--- src/rtl/hdrv_pkg.sv ---
package hdrv_pkg;
  typedef enum logic [2:0] {
    ST_OFF    = 3'd0,
    ST_WAIT   = 3'd1,
    ST_CAL    = 3'd2,
    ST_SSTART = 3'd3,
    ST_RUN    = 3'd4,
    ST_SSTOP  = 3'd5,
    ST_HOLD   = 3'd6
  } hdrv_state_e;

  function automatic logic is_soft(hdrv_state_e s);
    return (s == ST_SSTART) || (s == ST_SSTOP);
  endfunction

  function automatic logic is_driving(hdrv_state_e s);
    return (s == ST_SSTART) || (s == ST_RUN);
  endfunction
endpackage

--- src/rtl/hdrv_soft_timer.sv ---
module hdrv_soft_timer #(
  parameter int LINE_CYCLES = 32,
  parameter int SOFT_LINES  = 64,
  parameter int SAFE_HIGH   = 4
) (
  input  logic clk,
  input  logic rst,
  input  logic clr,
  input  logic active,
  output logic pulse,
  output logic done
);
  localparam int HALF   = LINE_CYCLES / 2;
  localparam int HALVES = 2 * SOFT_LINES;
  localparam int PH_W   = (HALF > 1) ? $clog2(HALF) : 1;
  localparam int HV_W   = (HALVES > 1) ? $clog2(HALVES) : 1;
  localparam logic [PH_W-1:0] PH_LAST = PH_W'(HALF - 1);
  localparam logic [HV_W-1:0] HV_LAST = HV_W'(HALVES - 1);
  localparam logic [PH_W:0]   HI_LIM  = (PH_W+1)'(SAFE_HIGH);

  logic [PH_W-1:0] ph;
  logic [HV_W-1:0] hv;

  always_ff @(posedge clk) begin
    if (rst || clr) begin
      ph <= '0;
      hv <= '0;
    end else if (active) begin
      if (ph == PH_LAST) begin
        ph <= '0;
        hv <= (hv == HV_LAST) ? '0 : hv + 1'b1;
      end else begin
        ph <= ph + 1'b1;
      end
    end
  end

  assign pulse = active && ({1'b0, ph} < HI_LIM);
  assign done  = active && (ph == PH_LAST) && (hv == HV_LAST);

  // each soft pulse lasts longer than a single clock
  a_r3_pulse_width: assert property (@(posedge clk) disable iff (rst)
    (active && $rose(pulse) && !clr) |=> (pulse || !active));
  // end of a soft phase is reported for one cycle only
  a_r3_done_single: assert property (@(posedge clk) disable iff (rst)
    done |=> !done);
endmodule

--- src/rtl/hdrv_prot_status.sv ---
module hdrv_prot_status (
  input  logic clk,
  input  logic rst,
  input  logic set_evt,
  input  logic rd_clr,
  output logic flag
);
  always_ff @(posedge clk) begin
    if (rst)          flag <= 1'b0;
    else if (set_evt) flag <= 1'b1;
    else if (rd_clr)  flag <= 1'b0;
  end

  a_r10_flag_sticky: assert property (@(posedge clk) disable iff (rst)
    (flag && !rd_clr) |=> flag);
  a_r10_set_wins: assert property (@(posedge clk) disable iff (rst)
    set_evt |=> flag);
endmodule

--- src/rtl/hdrv_fsm.sv ---
module hdrv_fsm
  import hdrv_pkg::*;
(
  input  logic        clk,
  input  logic        rst,
  input  logic        por_evt,
  input  logic        regs_loaded,
  input  logic        cal_done,
  input  logic        line_lock,
  input  logic        ovp_in,
  input  logic        ovp_stop_en,
  input  logic        fast_prot,
  input  logic        soft_done,
  output hdrv_state_e st,
  output logic        soft_clr,
  output logic        prot_set,
  output logic        cal_req
);
  hdrv_state_e nxt;
  logic reload_q, reload_d, reload_eff, ovp_stop;

  assign reload_eff = reload_q || por_evt;
  assign ovp_stop   = ovp_in && ovp_stop_en;

  always_comb begin
    nxt = st;
    unique case (st)
      ST_OFF:  nxt = ST_WAIT;
      ST_WAIT: if (regs_loaded && !por_evt) nxt = ST_CAL;
      ST_CAL: begin
        if (por_evt)       nxt = ST_WAIT;
        else if (cal_done) nxt = ST_SSTART;
      end
      ST_SSTART: begin
        if (fast_prot)                nxt = ST_HOLD;
        else if (por_evt || ovp_stop) nxt = ST_SSTOP;
        else if (soft_done)           nxt = ST_RUN;
      end
      ST_RUN: begin
        if (fast_prot)                              nxt = ST_HOLD;
        else if (por_evt || ovp_stop || !line_lock) nxt = ST_SSTOP;
      end
      ST_SSTOP: if (soft_done) nxt = reload_eff ? ST_OFF : ST_CAL;
      ST_HOLD:  if (!fast_prot) nxt = reload_eff ? ST_OFF : ST_SSTART;
      default:  nxt = ST_OFF;
    endcase
  end

  always_comb begin
    reload_d = reload_q;
    if (por_evt)                           reload_d = 1'b1;
    else if (is_driving(st) && ovp_stop)   reload_d = 1'b1;
    else if (st == ST_WAIT && regs_loaded) reload_d = 1'b0;
  end

  always_ff @(posedge clk) begin
    if (rst) begin
      st       <= ST_OFF;
      reload_q <= 1'b1;
    end else begin
      st       <= nxt;
      reload_q <= reload_d;
    end
  end

  assign soft_clr = (nxt != st) && is_soft(nxt);
  assign prot_set = is_driving(st) && (ovp_in || fast_prot);
  assign cal_req  = (st == ST_CAL);

  a_r1_wait_holds: assert property (@(posedge clk) disable iff (rst)
    (st == ST_WAIT && !regs_loaded) |=> (st == ST_WAIT));
  a_r8_fast_to_hold: assert property (@(posedge clk) disable iff (rst)
    (st == ST_RUN && fast_prot) |=> (st == ST_HOLD));
  a_r6_ovp_stop: assert property (@(posedge clk) disable iff (rst)
    (st == ST_RUN && ovp_stop && !fast_prot) |=> (st == ST_SSTOP && reload_q));
  a_r5_lock_stop: assert property (@(posedge clk) disable iff (rst)
    (st == ST_RUN && !line_lock && !fast_prot) |=> (st == ST_SSTOP));
  a_r4_por_reload: assert property (@(posedge clk) disable iff (rst)
    por_evt |=> reload_q);
endmodule

--- src/rtl/hdrive_sequencer.sv ---
module hdrive_sequencer
  import hdrv_pkg::*;
#(
  parameter int LINE_CYCLES = 32,
  parameter int SOFT_LINES  = 64,
  parameter int SAFE_HIGH   = LINE_CYCLES / 8
) (
  input  logic clk,
  input  logic rst,
  input  logic por_evt,
  input  logic regs_loaded,
  input  logic cal_done,
  input  logic line_lock,
  input  logic ovp_in,
  input  logic ovp_stop_en,
  input  logic fast_prot,
  input  logic flyback,
  input  logic line_drv,
  input  logic stat_rd,
  output logic hdrv_out,
  output logic cal_req,
  output logic prot_flag
);
  hdrv_state_e st;
  logic soft_clr, soft_pulse, soft_done, prot_set;
  logic drive_src, drv_q;

  hdrv_fsm u_fsm (
    .clk(clk), .rst(rst), .por_evt(por_evt), .regs_loaded(regs_loaded),
    .cal_done(cal_done), .line_lock(line_lock), .ovp_in(ovp_in),
    .ovp_stop_en(ovp_stop_en), .fast_prot(fast_prot), .soft_done(soft_done),
    .st(st), .soft_clr(soft_clr), .prot_set(prot_set), .cal_req(cal_req)
  );

  hdrv_soft_timer #(
    .LINE_CYCLES(LINE_CYCLES), .SOFT_LINES(SOFT_LINES), .SAFE_HIGH(SAFE_HIGH)
  ) u_timer (
    .clk(clk), .rst(rst), .clr(soft_clr), .active(is_soft(st)),
    .pulse(soft_pulse), .done(soft_done)
  );

  hdrv_prot_status u_status (
    .clk(clk), .rst(rst), .set_evt(prot_set), .rd_clr(stat_rd), .flag(prot_flag)
  );

  always_comb begin
    if (st == ST_RUN)    drive_src = line_drv;
    else if (is_soft(st)) drive_src = soft_pulse;
    else                 drive_src = 1'b0;
  end

  // Registered drive; fast protection also kills the next registered value
  always_ff @(posedge clk) begin
    if (rst) drv_q <= 1'b0;
    else     drv_q <= drive_src && !fast_prot;
  end

  // Last-stage safety gate is combinational so blanking takes effect in-cycle
  assign hdrv_out = drv_q && !flyback && !fast_prot;

  a_r2_cal_no_drive: assert property (@(posedge clk) disable iff (rst)
    cal_req |-> !drv_q);
  a_r8_hold_dark: assert property (@(posedge clk) disable iff (rst)
    (st == ST_HOLD) |-> !drv_q);
  a_r1_off_dark: assert property (@(posedge clk) disable iff (rst)
    (st == ST_WAIT) |=> !drv_q);
endmodule

--- config.mk ---
export PLATFORM = sky130hd
export DESIGN_NAME = hdrive_sequencer
export DESIGN_NICKNAME = d
export VERILOG_FILES = /design/src/rtl/hdrv_pkg.sv /design/src/rtl/hdrv_soft_timer.sv /design/src/rtl/hdrv_prot_status.sv /design/src/rtl/hdrv_fsm.sv /design/src/rtl/hdrive_sequencer.sv
export SDC_FILE = /design/constraint.sdc
export NUM_CORES = 1
export LEC_CHECK = 0
export CORE_MARGIN = 3
export CORE_UTILIZATION = 48
export DETAILED_ROUTE_END_ITERATION = 12
export PLACE_DENSITY = 0.84
export SLEW_MARGIN = 20
export SYNTH_ARGS = -nofsm -noshare
export SYNTH_HDL_FRONTEND = slang
export SYNTH_SLANG_ARGS = --single-unit
--- constraint.sdc ---
create_clock -name clk -period 2.2 [get_ports clk]
set_input_delay 0.33 -clock clk [delete_from_list [all_inputs] [get_ports clk]]
set_output_delay 0.33 -clock clk [all_outputs]
set_load 0.1 [all_outputs]
==> impl_metrics.tcl <==
set metrics [dict create \
    synth_nets 148 \
    htreeDepth 1 \
    nets 177 \
    synth_simple_gate_area_share_pct 33.22 \
    status "complete, no violations" \
    drive_above_1_share_pct 22.22 \
    cellLeakagePower_nw 0.5302 \
    worst_r2r_path_depth 6 \
    setup_tns_ns 0 \
    cp_slowest_cell "dfxtp_1" \
    r2r_setup_slack_ns 0.09 \
    utilization_pct 69.98 \
    row_count 16 \
    internal_power_mw 0.4446 \
    synth-edff-count 0 \
    worstReg2RegEnd "u_timer.hv[5]" \
    worstPathCellList "nand2b_1 -> nor3_1 -> a221oi_1 -> o221ai_1 -> a31oi_4 -> nor3b_2" \
    fmax_mhz 473.7 \
    track_usage_pct 19.87 \
    wl_per_cell_um 14.11 \
    power_density_nw_per_um2 428.2 \
    swShare_pct 27.34 \
    finalMaxSlewViolations 0 \
    finalWorstSetupSlack_ns 0.08900 \
    ant_nets 0 \
    initial_core_util_pct 52.39 \
    ys_types 40 \
    grt_pass1_vias 1088 \
    muxShareOfSynthArea_pct 0.9357 \
    slew-limit-headroom_pct 59.88 \
    finalHoldViolations 0 \
    die_x_um 53.21 \
    yosys.area_share.adder_pct 2.339 \
    avgSynthCellArea_um2 7.983 \
    holdPathStages 2 \
    min_from "u_status.flag" \
    cp_slowest_stage_delay_ns 0.56 \
    final_cell_mix "buf_4 (16), nand2_1 (15), dfxtp_1 (15)" \
    cp_data_required_time_ns 2.38 \
    core-area_um2 2042 \
    dieArea_um2 2831 \
    grt_pass1_wl_um 4181 \
    reg2reg_from "u_fsm.st[1]" \
    cts.sinks 17 \
    synthesis.area_um2 1070 \
    place.gp.congestion 0.8624 \
    min_path_type "flop to flop" \
    syn-instance-count 134 \
    placed_cells 182 \
    synth-xor-area-share_pct 4.912 \
    numPortBuffers 14 \
    clockPowerShare_pct 27.0 \
    cts_tree "yes" \
    p_seq_share_pct 52.7 \
    num_vias 1092 \
    hold_end "u_status.flag" \
    ys_warn_count 0 \
    arrival_ns 2.29 \
    clk_path_buf_depth 2 \
    period_needed_ns 2.111 \
    yosysSeqAreaShare_pct 31.81 \
    p_comb_share_pct 20.3 \
    clock_skew_ns 0.003714 \
    start_kind "flop" \
    grt_max_degree 14 \
    wirelength_um 2666 \
    layout_commonest_cell "buf_4" \
    critPathMaxFanout 12 \
    p_switching_mw 0.1673 \
    max-vdd-ir-drop_uv 373.5 \
    crit_buf_inv 0 \
    fin_crit_sh_pct 95.95 \
    route.detailed.drc 0 \
    ys.flop_type "dfxtp_1" \
    fp.dieH_um 53.21 \
    grt_overflow 0 \
    endpoint_kind "flop" \
    viasPerCell 5.778 \
    firstDrtPassIters 4 \
    synth_top_family_by_area "simple AND/OR/NAND/NOR gates" \
    areaGrowthSynthToFinish_pct 33.57 \
    synthArstFlopShare_pct 0 \
    fill_cells 172 \
    place_ws_ns -0.05792 \
    place_hpwl_um 1940 \
    worst_pin_slew_ns 0.6018 \
    antenna_found_initial 0 \
    layout.cells.non_filler 189 \
    setup_viol 0 \
    cts_buffers 3 \
    synth_seq_cells 17 \
    ios 15 \
    path_clk_slew_ns 0.10 \
    holdBufCountCts 0 \
    clock_latency_ns 0.29 \
    drt-initial-drc-count 13 \
    max_cap_viol_count 0 \
    path_class "flop to flop" \
    crit_family "compound AO/OA/AOI/OAI gates" \
    root_buffer "clkbuf_4" \
    n_antenna_cell 0 \
    synth-compound-area-share_pct 22.69 \
]
-- synth_stat cells (2+ instances only) --
cell type	count	area, um^2
nor2_1	7	26.28
buf_2	2	10.01
a21oi_1	10	50.05
nor3_1	6	30.03
xnor2_1	2	17.52
nor3b_2	2	25.02
nand2_1	16	60.06
and2_1	6	37.54
ha_1	2	25.02
nor2b_1	5	31.28
nand2b_1	4	25.02
dfxtp_1	17	340.3
clkbuf_1	3	11.26
and3_1	2	12.51
nor3b_1	2	15.01
a31oi_1	2	12.51
nand4_1	4	25.02
a21boi_1	2	15.01
a211o_1	3	26.28
nand3_1	3	15.01
o211ai_1	2	15.01
inv_1	3	11.26
o21ai_0	9	45.04
xor2_1	4	35.03
-- flip-flops by register name, summed over array words and instances, names as in the netlist --
| name | count |
|---|---|
| u_fsm.reload_q | 1 |
| u_timer.ph | 4 |
| u_fsm.st | 3 |
| drv_q | 1 |
| u_timer.hv | 7 |
| u_status.flag | 1 |
-- tightest hold or removal path: stages, from the launching register on --
cell	delay (ns)
dfxtp_1	0.32
nand2b_1	0.06
a21oi_1	0.05
-- repair_timing --
action                     CTS  global route
buffers inserted             0             2
setup endpoints to repair    0            10
resized for setup            0             9
-- cell families (layout without fill, tap and decap cells) --
group / after synthesis / count (layout)
AO/OA/AOI/OAI: 36 / 37
XOR/XNOR: 6 / 6
adder cells (fa/ha/maj): 2 / 2
buffers and inverters: 9 / 36
flip-flops: 17 / 17
multiplexers: 1 / 1
AND/OR/NAND/NOR: 63 / 63
-- power by group through the flow --
stage | Combinational, mW | Clock [mW] | Sequential, mW
after floorplan | 0.0649 | 0 | 0.327
after global placement | 0.110 | 0 | 0.331
after detailed placement | 0.112 | 0 | 0.331
after CTS | 0.113 | 0.168 | 0.324
after global routing | 0.134 | 0.181 | 0.324
final | 0.124 | 0.165 | 0.322
-- layout make-up --
type | instances | area, um^2 | area share, %
timing repair buffer | 29 | 270.3 | 18.91
multi-input combinational | 109 | 742.0 | 51.93
inverter | 3 | 11.26 | 0.7881
tap | 27 | 33.78 | 2.364
clock buffer | 4 | 26.28 | 1.839
sequential | 17 | 345.3 | 24.17
-- stage by stage --
stage | instance area [um^2] | hold WS (ns) | power [mW]
6_report | 1429 | 0.4743 | 0.6119
5_1_grt | 1429 | 0.5140 | 0.6391
4_1_cts | 1360 | 0.4751 | 0.6048
3_5_place_dp | 1334 | 0.4595 | 0.4430
3_3_place_gp | 1334 | 0.4605 | 0.4406
2_1_floorplan | 1077 | 0.3991 | 0.3923
-- routing by layer --
layer	GRT usage, %	up-vias	part of all wire [%]
met2	36.33	18	51
met4	8.085	0	1.3
met1	22.26	520	44
met5	0	-	0
li1	-	548	-
met3	3.380	6	3.2
-- worst max-delay path by stage --
stage                     depth (start not counted)  slack, ns            end     startpoint
after floorplan                                   8       0.12  u_timer.hv[3]  u_timer.ph[0]
after global placement                            7       0.01  u_timer.ph[1]        por_evt
after detailed placement                          8      -0.06  u_timer.hv[3]         ovp_in
after CTS                                         8       0.04  u_timer.hv[3]  u_timer.ph[0]
after global routing                              6      -0.05  u_timer.hv[5]    u_fsm.st[1]
final                                             6       0.09  u_timer.hv[5]    u_fsm.st[1]
Power figures use the tool's default switching activity.
